==> config.mk <==
export PLATFORM = sky130hd
export DESIGN_NAME = sgpio_led_tx
export DESIGN_NICKNAME = d
export VERILOG_FILES = /design/src/rtl/sgpio_tx_pkg.sv /design/src/rtl/sgpio_msg_decode.sv /design/src/rtl/sgpio_pattern_merge.sv /design/src/rtl/sgpio_half_timer.sv /design/src/rtl/sgpio_led_tx.sv
export SDC_FILE = /design/constraint.sdc
export NUM_CORES = 1
export LEC_CHECK = 0
export BUFFER_PORTS_ARGS = -buffer_cell sky130_fd_sc_hd__buf_2
export CAP_MARGIN = 30
export CORE_MARGIN = 10
export CORE_UTILIZATION = 34
export DETAILED_ROUTE_END_ITERATION = 10
export RECOVER_POWER = 100
export SLEW_MARGIN = 25
export SYNTH_ARGS = -nofsm -noshare
export SYNTH_HDL_FRONTEND = slang
export SYNTH_SLANG_ARGS = --single-unit
==> constraint.sdc <==
create_clock -name clk -period 3.2 [get_ports clk]
set_input_delay 0.48 -clock clk [delete_from_list [all_inputs] [get_ports clk]]
set_output_delay 0.48 -clock clk [all_outputs]
set_load 0.1 [all_outputs]
==> src/rtl/sgpio_tx_pkg.sv <==
`timescale 1ns/1ps
package sgpio_tx_pkg;

    localparam int unsigned IND_PER_PORT = 3;
    localparam int unsigned SH_FAULT     = 0;
    localparam int unsigned SH_LOCATE    = 1;
    localparam int unsigned SH_ACTIVITY  = 2;

    typedef enum logic [2:0] {
        ST_BOOT,
        ST_IDLE,
        ST_ARM,
        ST_LOAD_HI,
        ST_LOAD_LO,
        ST_SETUP,
        ST_DATA_HI,
        ST_DATA_LO
    } link_state_e;

    typedef struct packed {
        logic act;
        logic loc;
        logic flt;
    } ind_t;

endpackage

==> src/rtl/sgpio_msg_decode.sv <==
`timescale 1ns/1ps
module sgpio_msg_decode
    import sgpio_tx_pkg::*;
#(
    parameter int unsigned MAX_SLOTS = 15
) (
    input  logic [3:0] ind_field,   // message bits [22:19]
    input  logic [3:0] slot_field,  // message bits [11:8]
    output ind_t       ind,
    output logic       slot_ok
);

    always_comb begin
        ind.loc = ind_field[0];
        ind.act = ind_field[1] | ind_field[2];
        ind.flt = ind_field[3];
        slot_ok = (32'(slot_field) < MAX_SLOTS);
    end

endmodule

==> src/rtl/sgpio_pattern_merge.sv <==
`timescale 1ns/1ps
module sgpio_pattern_merge
    import sgpio_tx_pkg::*;
#(
    parameter int unsigned MAX_PORTS = 8,
    parameter int unsigned POS_W     = 3,
    localparam int unsigned PAT_W    = MAX_PORTS * IND_PER_PORT
) (
    input  logic [PAT_W-1:0] pattern_in,
    input  logic [POS_W-1:0] chain_pos,
    input  ind_t             ind,
    output logic [PAT_W-1:0] pattern_out
);

    for (genvar g = 0; g < MAX_PORTS; g++) begin : g_group
        logic hit;
        assign hit = (chain_pos == POS_W'(g));
        assign pattern_out[IND_PER_PORT*g + SH_ACTIVITY] =
            hit ? ind.act : pattern_in[IND_PER_PORT*g + SH_ACTIVITY];
        assign pattern_out[IND_PER_PORT*g + SH_LOCATE] =
            hit ? ind.loc : pattern_in[IND_PER_PORT*g + SH_LOCATE];
        assign pattern_out[IND_PER_PORT*g + SH_FAULT] =
            hit ? ind.flt : pattern_in[IND_PER_PORT*g + SH_FAULT];
    end

endmodule

==> src/rtl/sgpio_half_timer.sv <==
`timescale 1ns/1ps
module sgpio_half_timer #(
    parameter int unsigned HALF_CYC = 2500,
    localparam int unsigned CNT_W   = (HALF_CYC > 1) ? $clog2(HALF_CYC) : 1
) (
    input  logic clk,
    input  logic rst_n,
    input  logic run,
    output logic tick
);

    logic [CNT_W-1:0] cnt_q;

    assign tick = run && (cnt_q == CNT_W'(HALF_CYC - 1));

    always_ff @(posedge clk or negedge rst_n) begin
        if (!rst_n) begin
            cnt_q <= '0;
        end else if (run && !tick) begin
            cnt_q <= cnt_q + CNT_W'(1);
        end else begin
            cnt_q <= '0;
        end
    end

endmodule

==> src/rtl/sgpio_led_tx.sv <==
`timescale 1ns/1ps
module sgpio_led_tx
    import sgpio_tx_pkg::*;
#(
    parameter int unsigned MAX_PORTS = 8,
    parameter int unsigned HALF_CYC  = 2500,
    parameter int unsigned MAX_SLOTS = 15,
    localparam int unsigned PORT_W   = (MAX_PORTS > 1) ? $clog2(MAX_PORTS) : 1,
    localparam int unsigned CNT_W    = $clog2(MAX_PORTS + 1),
    localparam int unsigned PAT_W    = MAX_PORTS * IND_PER_PORT,
    localparam int unsigned BIT_W    = $clog2(PAT_W + 1)
) (
    input  logic                        clk,
    input  logic                        rst_n,
    input  logic                        msg_valid,
    output logic                        msg_ready,
    input  logic [PORT_W-1:0]           msg_port,
    input  logic [31:0]                 msg_word,
    input  logic                        led_msg_en,
    input  logic [CNT_W-1:0]            port_count,
    input  logic [MAX_PORTS*PORT_W-1:0] chain_map,
    output logic                        sgp_clk,
    output logic                        sgp_load,
    output logic                        sgp_data,
    output logic                        msg_err
);

    link_state_e      state_q, state_d;
    logic [PAT_W-1:0] pattern_q, merged;
    logic [PAT_W-1:0] shift_q;
    logic [BIT_W-1:0] bits_left_q, bits_total;
    logic [CNT_W-1:0] eff_count;
    logic [PORT_W-1:0] chain_pos;
    ind_t             ind;
    logic             slot_ok, accept, start, tick, timed, err_q;

    logic unused_msg_bits;
    assign unused_msg_bits = ^{msg_word[31:23], msg_word[18:12], msg_word[7:0]};

    sgpio_msg_decode #(.MAX_SLOTS(MAX_SLOTS)) u_dec (
        .ind_field (msg_word[22:19]),
        .slot_field(msg_word[11:8]),
        .ind       (ind),
        .slot_ok   (slot_ok)
    );

    always_comb begin
        chain_pos = '0;
        for (int i = 0; i < MAX_PORTS; i++) begin
            if (msg_port == PORT_W'(i)) chain_pos = chain_map[PORT_W*i +: PORT_W];
        end
    end

    sgpio_pattern_merge #(.MAX_PORTS(MAX_PORTS), .POS_W(PORT_W)) u_merge (
        .pattern_in (pattern_q),
        .chain_pos  (chain_pos),
        .ind        (ind),
        .pattern_out(merged)
    );

    assign timed = (state_q == ST_LOAD_HI) || (state_q == ST_LOAD_LO) ||
                   (state_q == ST_DATA_HI) || (state_q == ST_DATA_LO);

    sgpio_half_timer #(.HALF_CYC(HALF_CYC)) u_timer (
        .clk  (clk),
        .rst_n(rst_n),
        .run  (timed),
        .tick (tick)
    );

    assign msg_ready  = (state_q == ST_BOOT) || (state_q == ST_IDLE);
    assign accept     = msg_valid && msg_ready;
    assign start      = accept && slot_ok && led_msg_en;
    assign eff_count  = (port_count > CNT_W'(MAX_PORTS)) ? CNT_W'(MAX_PORTS) : port_count;
    assign bits_total = BIT_W'(eff_count) * BIT_W'(IND_PER_PORT);
    assign msg_err    = err_q;

    // state register
    always_ff @(posedge clk or negedge rst_n) begin
        if (!rst_n) state_q <= ST_BOOT;
        else        state_q <= state_d;
    end

    // next state
    always_comb begin
        state_d = state_q;
        unique case (state_q)
            ST_BOOT, ST_IDLE: if (start) state_d = ST_ARM;
            ST_ARM:           state_d = ST_LOAD_HI;
            ST_LOAD_HI:       if (tick) state_d = ST_LOAD_LO;
            ST_LOAD_LO:       if (tick) state_d = (bits_left_q == '0) ? ST_IDLE : ST_SETUP;
            ST_SETUP:         state_d = ST_DATA_HI;
            ST_DATA_HI:       if (tick) state_d = ST_DATA_LO;
            ST_DATA_LO:       if (tick) state_d = (bits_left_q == BIT_W'(1)) ? ST_IDLE : ST_SETUP;
            default:          state_d = ST_IDLE;
        endcase
    end

    // pattern, burst shifter and error pulse
    always_ff @(posedge clk or negedge rst_n) begin
        if (!rst_n) begin
            pattern_q   <= '0;
            shift_q     <= '0;
            bits_left_q <= '0;
            err_q       <= 1'b0;
        end else begin
            err_q <= accept && !slot_ok;
            if (start) begin
                pattern_q   <= merged;
                shift_q     <= merged;
                bits_left_q <= bits_total;
            end else if ((state_q == ST_DATA_LO) && tick) begin
                shift_q     <= shift_q >> 1;
                bits_left_q <= bits_left_q - BIT_W'(1);
            end
        end
    end

    // outputs
    always_comb begin
        sgp_clk  = 1'b0;
        sgp_load = 1'b0;
        sgp_data = 1'b0;
        unique case (state_q)
            ST_BOOT: begin
                sgp_clk  = 1'b1;
                sgp_load = 1'b1;
                sgp_data = 1'b1;
            end
            ST_IDLE, ST_ARM: ;
            ST_LOAD_HI: begin
                sgp_clk  = 1'b1;
                sgp_load = 1'b1;
            end
            ST_LOAD_LO: sgp_load = 1'b1;
            ST_SETUP, ST_DATA_LO: sgp_data = shift_q[0];
            ST_DATA_HI: begin
                sgp_clk  = 1'b1;
                sgp_data = shift_q[0];
            end
            default: ;
        endcase
    end

endmodule

==> summary.json <==
{
  "commonest_non_fill_non_tap_cell_in_the_layout": "dfrtp_1",
  "critPathCaptureType": "output port",
  "irDropWorstVdd_mv": 0.193,
  "maxCapViolCount": 1,
  "hold_slack_ns": 0.383,
  "boundaryPins": 72,
  "report.final.hold_viol_count": 0,
  "hold_path_startpoint": "msg_valid",
  "worst_case_hold_path_end_point": "msg_err$_DFF_PN0_",
  "tritoncts": "built",
  "power_after_layout_w": 0.00194,
  "synth-edff-count": 0,
  "run_status": "finished, violations left",
  "row_count": 39,
  "finalCritPeriodShare": 0.843,
  "drt_iter0_markers": 184,
  "static-leakage-power_nw": 2.03,
  "critical_path.top_delay_family": "buffers and inverters",
  "cp_slowest_cell": "clkbuf_1",
  "dieArea_mm2": 0.0166,
  "r2r-start": "u_timer.cnt_q[0]$_DFF_PN0_",
  "max_freq_mhz": 371,
  "post_route_cells_drive_above_1_share": 0.238,
  "depth_of_the_worst_register_to_register_path": 7,
  "yosys.area.top_type": "dfrtp_1",
  "postCtsSetupRepairBufs": 0,
  "avgViaCountPerCell": 5.35,
  "holdPathStages": 3,
  "timing.critical_path.from": "state_q[1]$_DFFE_PN0P_",
  "maxSlewHeadroom": -0.131,
  "preCtsSetupSlack_ns": 0.601,
  "stdcell_count": 555,
  "transition_at_the_pin_with_the_smallest_max_transition_slack_ns": 1.70,
  "postRouteWirelength_um": 8710,
  "switching_share": 0.232,
  "cts.sink_count": 69,
  "dominantRegCellSynth": "dfrtp_1",
  "critical_path_peak_fanout": 12,
  "cts.hold.buffers_added": 0,
  "setup_viol": 0,
  "grt_max_degree": 70,
  "clkTransAtPathRegs_ns": 0.05,
  "post-route-drc-count": 0,
  "final.setup.worst_slack_ns": 0.501,
  "maxSlewViolCount": 70,
  "final_antenna_net_count": 0,
  "share_clk_of_total_power": 0.460,
  "syn-cell-area_mm2": 0.00403,
  "h-tree-depth": 3,
  "crit_required_ns": 2.72,
  "vias": 2967,
  "clk_latency_ns": 0.33,
  "mostFrequentLayoutCells": "dfrtp_1, a211oi_1, buf_2",
  "core_mm2": 0.0115,
  "grtUsageTotal": 0.109,
  "comb_power_share": 0.089,
  "worst-r2r-setup-slack_ns": 0.64,
  "syn_area_per_cell_um2": 10.9,
  "gp_congestion": 0.776,
  "worst_clock_skew_ns": 0.00305,
  "place_inst": 541,
  "syn_inst": 371,
  "overflow": 0,
  "antenna_violations_before_repair": 0,
  "clockRootBuffer": "clkbuf_16",
  "grt_pass1_vias": 3096,
  "unrepaired_setup_endpoints_after_global_routing": "no",
  "cp-start-kind": "flop",
  "drt_pass1_iterations": 4,
  "post-route-min-period_ns": 2.70,
  "max_stage_delay_ns": 0.88,
  "critical_path.n_buffers_inverters": 1,
  "port_buffers": 47,
  "routedWlPerCell_um": 15.7,
  "synth_cell_type_count": 57,
  "detailed_place_hpwl_um": 6070,
  "fp.dieH_um": 129,
  "synth_warnings": 0,
  "cts_made_buffers": 9,
  "count_of_fill_cells_added_during_filler_insertion": 1140,
  "wire_length_of_the_first_global_routing_pass_um": 14800,
  "post_cts_resize_count": 0,
  "critical_path_cell_sequence": "or2_2 -> o21ai_1 -> clkbuf_1",
  "initial_utilization": 0.350,
  "insertedDiodeCount": 0,
  "cellInternalPower_w": 0.00149,
  "net-switching-power_w": 0.000450,
  "hp-class": "in2reg",
  "power_density_mw_per_mm2": 427,
  "synth.yosys.seq_area_share": 0.428,
  "layout_area_overhead_pct": 12.4,
  "violations_in_the_final_reports": "capacitance limit, slew limit",
  "cp_data_arrival_time_ns": 2.22,
  "synth_async_sr_flop_share": 1.00,
  "number_of_nets_at_the_end_of_the_flow": 482,
  "capture_instance_of_the_worst_register_to_register_path": "shift_q[0]$_DFFE_PN0P_",
  "final-seq-area_mm2": 0.00173,
  "netlist_top_cells_area": "dfrtp_1, a211oi_1, mux2i_1",
  "ys_seq_elements": 69,
  "multi_input_comb_area_mm2": 0.00205,
  "tns_ns": 0,
  "die-width_um": 129,
  "synthDominantCellAreaShare": 0.428,
  "power.sequential.fraction": 0.451,
  "ctsLongestPathBuffers": 2,
  "kind_of_critical_path": "reg2out",
  "syn_nets": 444
}
==> cells in the mapped netlist, types with 4 or more instances <==
| master | count |
|---|---|
| o21ai_0 | 8 |
| mux2_2 | 20 |
| dfrtp_1 | 69 |
| inv_1 | 7 |
| nand3_1 | 5 |
| mux2i_1 | 25 |
| ha_1 | 5 |
| a211oi_1 | 44 |
| xnor2_1 | 7 |
| nand3b_1 | 5 |
| nand2b_1 | 6 |
| nand4_1 | 6 |
| clkbuf_1 | 15 |
| nand2_1 | 15 |
| buf_2 | 6 |
| nor3_1 | 22 |
| nor3_2 | 4 |
| and3_1 | 7 |
| a21oi_1 | 7 |
| nor2_1 | 24 |
| xor2_1 | 6 |
==> state kept, by name, indices dropped and copies added, names as in the netlist <==
signal,flops
msg_err,1
bits_left_q,5
u_timer.cnt_q,12
pattern_q,24
state_q,3
shift_q,24
==> worst register-to-register path, delay by kind of cell, from the launching register on <==
family	cells	cell delay, ns
and+or+nand+nor	3	0.99
buffers and inverters	1	0.44
DFF	1	0.38
muxes	1	0.36
adders and majority gates	1	0.21
AOI/OAI and AO/OA	1	0.05
==> per-layer routing <==
metal  part of all wire  global-route usage  vias up
met5                  0                   0        -
met4              0.015              0.0475        0
met3              0.054              0.0300        9
met2               0.46               0.178       67
met1               0.47               0.133     1425
li1                   -                   -     1466
==> cells by family after synthesis <==
kind of cell / count (synthesis) / synth area share
muxes: 52 / 0.152
AOI/OAI and AO/OA: 84 / 0.169
adders and majority gates: 6 / 0.0205
buffers and inverters: 35 / 0.0410
DFF: 69 / 0.428
and+or+nand+nor: 112 / 0.161
xor gates and xnor gates: 13 / 0.0282
==> how the worst max path moves through the flow <==
stage | slack, ns | endpoint | cells after the start
after global routing | 0.31 | shift_q[0]$_DFFE_PN0P_ | 7
after global placement | 0.64 | pattern_q[16]$_DFFE_PN0P_ | 6
after detailed placement | 0.60 | pattern_q[3]$_DFFE_PN0P_ | 6
final | 0.50 | sgp_data | 3
after CTS | 0.74 | shift_q[0]$_DFFE_PN0P_ | 7
after floorplan | 0.07 | pattern_q[12]$_DFFE_PN0P_ | 5
==> through the flow <==
stage	cell area, um2	utilization
3_3_place_gp	4370	0.379
3_5_place_dp	4370	0.379
5_1_grt	4530	0.394
2_1_floorplan	4030	-
6_report	4530	0.394
4_1_cts	4630	0.402
==> final cells by class <==
| cell class | count | area share |
|---|---|---|
| Clock buffer | 12 | 0.0566 |
| Clock inverter | 2 | 0.00221 |
| Inverter | 7 | 0.00580 |
| Multi-Input combinational cell | 267 | 0.453 |
| Sequential cell | 69 | 0.381 |
| Tap cell | 143 | 0.0395 |
| Timing Repair Buffer | 55 | 0.0616 |
==> power groups by stage <==
stage	Clock [W]	Combinational, W	Sequential [W]
2_1_floorplan	0	0.000121	0.000889
3_3_place_gp	0	0.000183	0.000888
3_5_place_dp	0	0.000185	0.000888
4_1_cts	0.000912	0.000186	0.000873
5_1_grt	0.000942	0.000192	0.000873
6_report	0.000890	0.000173	0.000874
(Power assumes the default switching activity.)
